===== src/rtl/dma_regfile_pkg.sv =====
package dma_regfile_pkg;

  localparam int PORT_W = 5;

  localparam logic [PORT_W-1:0] P_STATCMD = 5'd8;
  localparam logic [PORT_W-1:0] P_SWREQ   = 5'd9;
  localparam logic [PORT_W-1:0] P_ONEMASK = 5'd10;
  localparam logic [PORT_W-1:0] P_MODE    = 5'd11;
  localparam logic [PORT_W-1:0] P_PTRCLR  = 5'd12;
  localparam logic [PORT_W-1:0] P_MCLR    = 5'd13;
  localparam logic [PORT_W-1:0] P_UNMASK  = 5'd14;
  localparam logic [PORT_W-1:0] P_ALLMASK = 5'd15;

  typedef enum logic [2:0] {
    RD_ZERO,
    RD_ADDR,
    RD_CNT,
    RD_STATUS,
    RD_PAGE
  } rdKind_t;

  typedef struct packed {
    logic [1:0] chan;
    logic       hiByte;
    logic       wrAddr;
    logic       wrCnt;
    logic       wrCmd;
    logic       wrReq;
    logic       wrOneMask;
    logic       wrMode;
    logic       masterClr;
    logic       clrMasks;
    logic       wrAllMasks;
    logic       wrPage;
    logic       rdStatus;
    rdKind_t    rdKind;
  } strobe_t;

endpackage


===== src/rtl/dma_regfile_ctrl.sv =====
module dma_regfile_ctrl
  import dma_regfile_pkg::*;
(
  input  logic              clk,
  input  logic              rstN,
  input  logic              wrEn,
  input  logic              rdEn,
  input  logic [PORT_W-1:0] portIdx,
  output strobe_t           stb
);

  logic bytePtr;
  logic isChanPort;
  logic isPagePort;

  assign isChanPort = (portIdx[4:3] == 2'b00);
  assign isPagePort = (portIdx[4:2] == 3'b100);

  always_comb begin
    stb        = '0;
    stb.rdKind = RD_ZERO;
    stb.hiByte = bytePtr;
    stb.chan   = isChanPort ? portIdx[2:1] : portIdx[1:0];
    if (wrEn) begin
      if (isChanPort) begin
        stb.wrAddr = !portIdx[0];
        stb.wrCnt  = portIdx[0];
      end else if (isPagePort) begin
        stb.wrPage = 1'b1;
      end else begin
        case (portIdx)
          P_STATCMD: stb.wrCmd      = 1'b1;
          P_SWREQ:   stb.wrReq      = 1'b1;
          P_ONEMASK: stb.wrOneMask  = 1'b1;
          P_MODE:    stb.wrMode     = 1'b1;
          P_MCLR:    stb.masterClr  = 1'b1;
          P_UNMASK:  stb.clrMasks   = 1'b1;
          P_ALLMASK: stb.wrAllMasks = 1'b1;
          default:   ;
        endcase
      end
    end else if (rdEn) begin
      if (isChanPort) begin
        stb.rdKind = portIdx[0] ? RD_CNT : RD_ADDR;
      end else if (isPagePort) begin
        stb.rdKind = RD_PAGE;
      end else if (portIdx == P_STATCMD) begin
        stb.rdKind   = RD_STATUS;
        stb.rdStatus = 1'b1;
      end
    end
  end

  always_ff @(posedge clk) begin
    if (!rstN) begin
      bytePtr <= 1'b0;
    end else if (wrEn && (portIdx == P_PTRCLR || portIdx == P_MCLR)) begin
      bytePtr <= 1'b0;
    end else if ((wrEn || rdEn) && isChanPort) begin
      bytePtr <= ~bytePtr;
    end
  end

endmodule


===== src/rtl/dma_regfile_data.sv =====
module dma_regfile_data
  import dma_regfile_pkg::*;
#(
  parameter int NUM_CH = 4,
  parameter int DATA_W = 8
) (
  input  logic                           clk,
  input  logic                           rstN,
  input  strobe_t                        stb,
  input  logic [DATA_W-1:0]              wrData,
  input  logic [NUM_CH-1:0]              tcSet,
  input  logic [NUM_CH-1:0]              hwReq,
  output logic [DATA_W-1:0]              rdData,
  output logic [NUM_CH-1:0]              maskOut,
  output logic [DATA_W-1:0]              cmdOut,
  output logic [2*NUM_CH-1:0]            statusOut,
  output logic [NUM_CH*(DATA_W-2)-1:0]   modeFlat,
  output logic [NUM_CH*DATA_W-1:0]       pageFlat,
  output logic [NUM_CH*2*DATA_W-1:0]     baseAddrFlat,
  output logic [NUM_CH*2*DATA_W-1:0]     curAddrFlat,
  output logic [NUM_CH*2*DATA_W-1:0]     baseCntFlat,
  output logic [NUM_CH*2*DATA_W-1:0]     curCntFlat
);

  localparam int WORD_W = 2 * DATA_W;
  localparam int MODE_W = DATA_W - 2;
  localparam int CH_W   = $clog2(NUM_CH);

  logic [NUM_CH-1:0] mask;
  logic [NUM_CH-1:0] swReq;
  logic [NUM_CH-1:0] tcFlag;
  logic [DATA_W-1:0] cmdReg;
  logic [CH_W-1:0]   selCh;
  logic [CH_W-1:0]   dataCh;

  assign selCh  = stb.chan[CH_W-1:0];
  assign dataCh = wrData[CH_W-1:0];

  for (genvar c = 0; c < NUM_CH; c++) begin : gCh
    logic [WORD_W-1:0] bAddr, cAddr, bCnt, cCnt;
    logic [DATA_W-1:0] page;
    logic [MODE_W-1:0] mode;
    logic              hit;

    assign hit = (selCh == CH_W'(c));

    always_ff @(posedge clk) begin
      if (!rstN) begin
        bAddr <= '0;
        cAddr <= '0;
        bCnt  <= '0;
        cCnt  <= '0;
        page  <= '0;
        mode  <= '0;
      end else begin
        if (hit && stb.wrAddr) begin
          if (stb.hiByte) begin
            bAddr[WORD_W-1:DATA_W] <= wrData;
            cAddr[WORD_W-1:DATA_W] <= wrData;
          end else begin
            bAddr[DATA_W-1:0] <= wrData;
            cAddr[DATA_W-1:0] <= wrData;
          end
        end
        if (hit && stb.wrCnt) begin
          if (stb.hiByte) begin
            bCnt[WORD_W-1:DATA_W] <= wrData;
            cCnt[WORD_W-1:DATA_W] <= wrData;
          end else begin
            bCnt[DATA_W-1:0] <= wrData;
            cCnt[DATA_W-1:0] <= wrData;
          end
        end
        if (hit && stb.wrPage) page <= wrData;
        if (stb.wrMode && dataCh == CH_W'(c)) mode <= wrData[DATA_W-1:2];
      end
    end

    assign baseAddrFlat[c*WORD_W +: WORD_W] = bAddr;
    assign curAddrFlat[c*WORD_W +: WORD_W]  = cAddr;
    assign baseCntFlat[c*WORD_W +: WORD_W]  = bCnt;
    assign curCntFlat[c*WORD_W +: WORD_W]   = cCnt;
    assign pageFlat[c*DATA_W +: DATA_W]     = page;
    assign modeFlat[c*MODE_W +: MODE_W]     = mode;
  end

  always_ff @(posedge clk) begin
    if (!rstN) begin
      mask <= '1;
    end else if (stb.masterClr) begin
      mask <= '1;
    end else if (stb.clrMasks) begin
      mask <= '0;
    end else if (stb.wrAllMasks) begin
      mask <= wrData[NUM_CH-1:0];
    end else if (stb.wrOneMask) begin
      mask[dataCh] <= wrData[2];
    end
  end

  always_ff @(posedge clk) begin
    if (!rstN) begin
      swReq <= '0;
    end else if (stb.masterClr) begin
      swReq <= '0;
    end else if (stb.wrReq) begin
      swReq[dataCh] <= wrData[2];
    end
  end

  always_ff @(posedge clk) begin
    if (!rstN) begin
      tcFlag <= '0;
    end else if (stb.masterClr || stb.rdStatus) begin
      tcFlag <= tcSet;
    end else begin
      tcFlag <= tcFlag | tcSet;
    end
  end

  always_ff @(posedge clk) begin
    if (!rstN) begin
      cmdReg <= '0;
    end else if (stb.masterClr) begin
      cmdReg <= '0;
    end else if (stb.wrCmd) begin
      cmdReg <= wrData;
    end
  end

  assign maskOut   = mask;
  assign cmdOut    = cmdReg;
  assign statusOut = {swReq | hwReq, tcFlag};

  logic [WORD_W-1:0] selWord;

  always_comb begin
    selWord = '0;
    rdData  = '0;
    case (stb.rdKind)
      RD_ADDR:   selWord = curAddrFlat[selCh*WORD_W +: WORD_W];
      RD_CNT:    selWord = curCntFlat[selCh*WORD_W +: WORD_W];
      default:   selWord = '0;
    endcase
    case (stb.rdKind)
      RD_ADDR, RD_CNT:
        rdData = stb.hiByte ? selWord[WORD_W-1:DATA_W] : selWord[DATA_W-1:0];
      RD_STATUS: rdData = statusOut;
      RD_PAGE:   rdData = pageFlat[selCh*DATA_W +: DATA_W];
      default:   rdData = '0;
    endcase
  end

endmodule


===== src/rtl/dma_regfile.sv =====
module dma_regfile
  import dma_regfile_pkg::*;
#(
  parameter int NUM_CH = 4,
  parameter int DATA_W = 8
) (
  input  logic                         clk,
  input  logic                         rstN,
  input  logic                         wrEn,
  input  logic                         rdEn,
  input  logic [PORT_W-1:0]            portIdx,
  input  logic [DATA_W-1:0]            wrData,
  output logic [DATA_W-1:0]            rdData,
  input  logic [NUM_CH-1:0]            tcSet,
  input  logic [NUM_CH-1:0]            hwReq,
  output logic [NUM_CH-1:0]            maskOut,
  output logic [DATA_W-1:0]            cmdOut,
  output logic [2*NUM_CH-1:0]          statusOut,
  output logic [NUM_CH*(DATA_W-2)-1:0] modeFlat,
  output logic [NUM_CH*DATA_W-1:0]     pageFlat,
  output logic [NUM_CH*2*DATA_W-1:0]   baseAddrFlat,
  output logic [NUM_CH*2*DATA_W-1:0]   curAddrFlat,
  output logic [NUM_CH*2*DATA_W-1:0]   baseCntFlat,
  output logic [NUM_CH*2*DATA_W-1:0]   curCntFlat
);

  strobe_t stb;

  dma_regfile_ctrl ctrl_i (
    .clk     (clk),
    .rstN    (rstN),
    .wrEn    (wrEn),
    .rdEn    (rdEn),
    .portIdx (portIdx),
    .stb     (stb)
  );

  dma_regfile_data #(
    .NUM_CH (NUM_CH),
    .DATA_W (DATA_W)
  ) data_i (
    .clk          (clk),
    .rstN         (rstN),
    .stb          (stb),
    .wrData       (wrData),
    .tcSet        (tcSet),
    .hwReq        (hwReq),
    .rdData       (rdData),
    .maskOut      (maskOut),
    .cmdOut       (cmdOut),
    .statusOut    (statusOut),
    .modeFlat     (modeFlat),
    .pageFlat     (pageFlat),
    .baseAddrFlat (baseAddrFlat),
    .curAddrFlat  (curAddrFlat),
    .baseCntFlat  (baseCntFlat),
    .curCntFlat   (curCntFlat)
  );

endmodule


===== config.mk =====
export PLATFORM = sky130hd
export DESIGN_NAME = dma_regfile
export DESIGN_NICKNAME = d
export VERILOG_FILES = /design/src/rtl/dma_regfile_pkg.sv /design/src/rtl/dma_regfile_ctrl.sv /design/src/rtl/dma_regfile_data.sv /design/src/rtl/dma_regfile.sv
export SDC_FILE = /design/constraint.sdc
export NUM_CORES = 1
export LEC_CHECK = 0
export BUFFER_PORTS_ARGS = -buffer_cell sky130_fd_sc_hd__buf_2
export CORE_AREA = 5 5 138 238
export CTS_CLUSTER_DIAMETER = 30
export DETAILED_ROUTE_END_ITERATION = 8
export DIE_AREA = 0 0 143 243
export SLEW_MARGIN = 20
export SYNTH_ARGS = -nofsm -noshare
export SYNTH_HDL_FRONTEND = slang
export SYNTH_SLANG_ARGS = --single-unit

===== constraint.sdc =====
create_clock -name clk -period 3.8 [get_ports clk]
set_input_delay 0 -clock clk [delete_from_list [all_inputs] [get_ports clk]]
set_output_delay 0 -clock clk [all_outputs]
set_load 0.05 [all_outputs]

# ---- Yosys cells after proc, flatten, opt, wreduce, memory -nomap -nowiden
# Cells that the tools add are included.
dict set report totals {
  ff_bits 205
  inputBits 25
  elab_cells 135
}
dict set report classes {
  n_eq_ne 19
  n_mux 32
  n_bitwise 4
  n_reduce_logical 46
  n_lt_le_gt_ge 2
  shift 3
}
# operator n
set ops {}
lappend ops {{$shiftx 64x7->16} 2}
lappend ops {{$eq 5x4->1 const B} 8}
lappend ops {{$pmux 16 s2} 1}
lappend ops {{$reduce_and 2->1} 16}
lappend ops {{$shiftx 32x6->8} 1}
lappend ops {{$mux 4} 7}
lappend ops {{$pmux 8 s3} 1}
lappend ops {{$logic_and 1x1->1} 19}
lappend ops {{$mux 8} 2}
lappend ops {{$mux 1} 11}
lappend ops {{$mux 10} 1}
lappend ops {{$bwmux 4} 2}
lappend ops {{$eq 2x2->1 const B} 4}
lappend ops {{$or 4x4->4} 2}
lappend ops {{$mux 7} 1}
lappend ops {{$eq 3x2->1 const B} 2}
lappend ops {{$eq 3x3->1 const B} 2}
lappend ops {{$logic_not 2->1} 3}
lappend ops {{$mux 2} 3}
lappend ops {{$mux 3} 2}
lappend ops {{$reduce_or 2->1} 3}
lappend ops {{$eq 2x1->1 const B} 2}
lappend ops {{$eq 3x1->1 const B} 1}
lappend ops {{$logic_or 1x1->1} 3}
lappend ops {{6 further kinds} 7}

# ---- Longest topological paths before layout
dict set report logic_depth {
  depth_word 10
  mapped_depth 9
  mapped_depth_nobuf 6
}

# ---- Modules after synthesis
# A second synthesis with hierarchy kept.
dict set report hier_totals {
  hier_cells 1225
  area_unflattened_um2 10401.2
}
# module seq_area_each_um2 n_inst cells_each area_each_um2
set by_module_without_submodules {}
lappend by_module_without_submodules {dma_regfile_data 4083.9 1 1189 10149.7}
lappend by_module_without_submodules {dma_regfile_ctrl 20.0 1 36 251.5}

# ---- Worst setup path before layout
# OpenSTA, ideal clock, no wires.
dict set report synth_path {
  kind {input-to-output}
  from {in portIdx[3]}
  to {out rdData[6]}
  t_arrival_ps 1787
  path_slack_ps 2013
  required_ps 3800
  cell_stages 6
  cell_sequence {buf_4 > o21a_1 > a21oi_2 > mux4_2 > a22oi_1 > nand3_1}
}
dict set report synth_via {
  elab_chain_len 10
  word_cells_on_any_way 20
  cone_classes {6 x eq/ne; 3 x shift; 9 x mux; 2 x reduce/logical}
}
# item line
set synth_rtl {}
lappend synth_rtl {{start: declaration} dma_regfile.sv:11} ;# input logic [PORT_W-1:0] portIdx,
lappend synth_rtl {{$eq 5x4->1} dma_regfile_ctrl.sv:47} ;# end else if (portIdx == P_STATCMD) begin
lappend synth_rtl {{$mux 4} dma_regfile_ctrl.sv:47}
lappend synth_rtl {{$mux 3} dma_regfile_ctrl.sv:45} ;# end else if (isPagePort) begin
lappend synth_rtl {{$mux 3} dma_regfile_ctrl.sv:43} ;# if (isChanPort) begin
lappend synth_rtl {{$mux 4} dma_regfile_ctrl.sv:42} ;# end else if (rdEn) begin
lappend synth_rtl {{$mux 4} dma_regfile_ctrl.sv:24} ;# if (wrEn) begin
lappend synth_rtl {{$eq 3x2->1 / $eq 3x1->1 (equally long branches)} {dma_regfile_data.sv:140, dma_regfile_data.sv:145}}
lappend synth_rtl {{$pmux 16 s2} dma_regfile_data.sv:140} ;# case (stb.rdKind)
lappend synth_rtl {{$mux 8} dma_regfile_data.sv:147} ;# rdData = stb.hiByte ? selWord[WORD_W-1:DATA_W] : selWord[DATA_W-1:0];
lappend synth_rtl {{$pmux 8 s3 *} dma_regfile_data.sv:145} ;# case (stb.rdKind)
lappend synth_rtl {{end: declaration} dma_regfile.sv:13} ;# output logic [DATA_W-1:0] rdData,
# Every way passes the cells marked *; elsewhere a longest branch is shown, timed or not.

# ---- Worst setup path after layout
dict set report layout_path {
  from {in rdEn}
  to {out rdData[0]}
}
dict set report layout_via {
  elab_chain_len 6
  word_cells_on_any_way 10
  cone_classes {4 x eq/ne; 5 x mux; 1 x reduce/logical}
}
# item line
set layout_rtl {}
lappend layout_rtl {{start: declaration} dma_regfile.sv:10} ;# input logic rdEn,
lappend layout_rtl {{$mux 4 *} dma_regfile_ctrl.sv:42}
lappend layout_rtl {{$mux 4 *} dma_regfile_ctrl.sv:24}
lappend layout_rtl {{$eq 3x2->1 / $eq 3x1->1 (equally long branches)} {dma_regfile_data.sv:140, dma_regfile_data.sv:145}}
lappend layout_rtl {{$pmux 16 s2} dma_regfile_data.sv:140}
lappend layout_rtl {{$mux 8} dma_regfile_data.sv:147}
lappend layout_rtl {{$pmux 8 s3 *} dma_regfile_data.sv:145}
# Marked as above.

==> results.yml <==
clocking:
  cts-root-buf: "clkbuf_16"
  htree_levels: 1
  cts_resized: 0
  cts_tree: "yes"
  clockBufferDepth: 3
  cts_sinks: 205
  post_cts_buffers: 0
  cts_inserted_buffers: 30
  clk_pin_slew_ns: 0.06
  hold_buffers: 9
  clock_latency_ns: 0.55
grt:
  grt_pass1_vias: 9023
  grt_util_met3_pct: 2.88
  grt_max_degree: 73
  grtUsageTotal_pct: 22.3
  met2_usage_pct: 39.0
  antenna_found_initial: 0
  use_met1_pct: 26.8
  grt_most_used_layer: "met2"
  grt_pass1_wl_um: 59400
  grt_remaining_overflow: 0
job:
  maxCapViolCount: 0
sta:
  timing.final.ws_setup_ns: 0.781
  rsz0062_at_grt: "false"
  hold_viol: 0
  tightest_slew_ns: 1.06
  whs_ns: 0.0206
  fin_crit_ns: 3.02
  slew_viol_final: 0
  clock.fmax_ghz: 0.331
  fin_setup_tns_ns: 0
  fin_worst_skew_ns: 0.0161
  relSlewSlack_pct: 29.3
  setup-violations-final: 0
  min_period_over_period_pct: 79.5
floorplanning:
  dieArea_um2: 34700
  die-width_um: 143
  floorplan.rows: 85
  die_y_um: 243
  start_util_pct: 34.4
  coreArea_um2: 30700
  num_io_pins: 365
hold_path:
  hold_path_class: "in2reg"
  hold-path-endpoint: "data_i.gCh[0].page[2]"
  min_path_cells: 2
  worstHoldStart: "rstN"
power:
  p_leak_nw: 5.51
  powerDensity_nw_per_um2: 442
  vdd_drop_max_v: 0.000351
finish:
  most-common-layout-cells: "buf_2 (363), nand2_1 (222), dfxtp_1 (205)"
  layout_commonest_cell: "buf_2"
  drive_above_1_share_pct: 31.8
  fill_cells: 3024
  areaGrowthSynthToFinish_pct: 21.1
  fin_nets: 1458
  diodes: 0
  final_util_pct: 41.6
  final_area_um2: 12800
yosys:
  ys_top_cells_by_area: "dfxtp_1 (39%), mux2i_1 (11%), buf_4 (9.5%)"
  async_flop_share_pct: 0
  ys_seq_elements: 205
  synth_nets: 1270
  yosysUniqueCellTypes: 50
  syn_inst: 1245
  syn_avg_cell_area_um2: 8.48
  synth_seq_area_share_pct: 38.9
  yosysTopAreaCell: "dfxtp_1"
  ys_warn_count: 0
  synth_edf_count: 0
  syn_area_um2: 10600
  netlist.area_leader.share_pct: 38.9
  synth_ff_type: "dfxtp_1"
critical_path:
  rr_worst_depth: 4
  timing.rr.start: "ctrl_i.bytePtr"
  worst_path_largest_cell_delay_ns: 0.74
  cp_cell_sequence: "dlygate4sd3_1 -> buf_2 -> nor4b_2 -> and2_2 -> buf_4 -> nand2_1 -> nand3_1 -> nand4_1 -> nand3_1 -> buf_2"
  critical_path.max_fanout: 45
  cp.depth: 10
  start_kind: "input pin"
  crit_type: "in2out"
  cp_slowest_cell: "and2_2"
  crit_buf_inv: 4
  cp_top_family: "simple AND/OR/NAND/NOR gates"
  r2r_slack_ns: 1.49
  cp.required_ns: 3.80
  worstSetupEndpointType: "primary output"
  r2r-end: "data_i.gCh[2].bAddr[10]"
  arrival_ns: 3.02
routing:
  avgViaCountPerCell: 5.13
  dr.pass1.iters: 5
  vias: 9477
  ant_nets: 0
  drt_iter0_drc: 743
  drc_errors: 0
  wl_per_cell_um: 21.8
  drt_wl_total_um: 40300
run_status:
  status: "finished clean"
placed_design:
  place_hpwl_um: 29700
  portBuffers: 364
  gp_congestion: 0.896
  dp_slack_ns: 1.23
  place_area_um2: 11600
-- logic make-up (layout without fill, tap and decap cells) --
kind of cell | after synthesis | in the layout | synth area share, %
AND/OR/NAND/NOR | 543 | 543 | 25.7
buffers and inverters | 234 | 444 | 13.5
flip-flops | 205 | 205 | 38.9
AO/OA/AOI/OAI | 139 | 139 | 9.61
multiplexers | 123 | 123 | 12.2
XOR/XNOR | 1 | 1 | 0.0829
-- where the power goes --
part / leakage (nW) / internal [mW] / switching (mW)
clock network: 0.547 / 1.96 / 1.08
logic: 3.31 / 0.113 / 0.312
registers: 1.65 / 2.16 / 0.0185
-- registers in the layout, summed over array words and instances (netlist names) --
register and flops:
data_i.gCh.cCnt 16, ctrl_i.bytePtr 1, data_i.maskOut 4, data_i.gCh.bCnt 48, data_i.gCh.bAddr 48, data_i.gCh.page 32
data_i.swReq 4, data_i.cmdOut 8, data_i.gCh.cAddr 16, data_i.tcFlag 4, data_i.gCh.mode 24
-- worst max-delay path by stage --
stage / to / start / slack (ns)
3_5_place_dp: data_i.gCh[1].bCnt[14] / portIdx[1] / 1.23
4_1_cts: rdData[6] / portIdx[0] / 0.82
6_report: rdData[0] / rdEn / 0.78
5_1_grt: rdData[0] / rdEn / 0.65
3_3_place_gp: rdData[0] / portIdx[3] / 1.28
2_1_floorplan: rdData[6] / portIdx[3] / 2.01
-- Yosys cell counts, types with 5 or more instances --
master	number
mux2i_1	118
a22oi_1	9
a31oi_1	17
nor2_1	16
nor2b_1	115
clkbuf_1	59
o21ai_0	9
nand3_1	135
a22o_1	6
nand4_1	19
a21oi_1	7
nand2_1	223
dfxtp_1	205
buf_4	134
a21boi_1	6
a21boi_0	75
buf_2	29
mux4_2	5
-- worst register-to-register path: stages, from the launching register on --
cell	delay, ns
dfxtp_1	0.47
nand4_1	0.43
nor2b_1	0.96
mux2i_1	0.29
nor2b_1	0.07
-- layout make-up --
cell class                 instances  area, µm²  area share, %
inverter                           4       15.0          0.117
timing repair buffer             386       2010           15.7
clock buffer                      35        821           6.42
multi-input combinational        806       5070           39.6
tap                              391        489           3.82
sequential                       205       4100           32.1
clock inverter                    19        280           2.19
-- routing by layer --
layer	vias to the layer above	wire length, µm
li1	4442	-
met1	4509	15800
met2	436	20400
met3	90	2390
met4	0	1790
met5	-	0
-- through the flow --
step / cells / total power, mW
after floorplan: 1245 / 2.53
after global placement: 1783 / 2.64
after detailed placement: 1783 / 2.64
after CTS: 1846 / 5.68
after global routing: 1846 / 5.80
final: 1846 / 5.65
No activity file was read; power rests on OpenSTA's default activity.
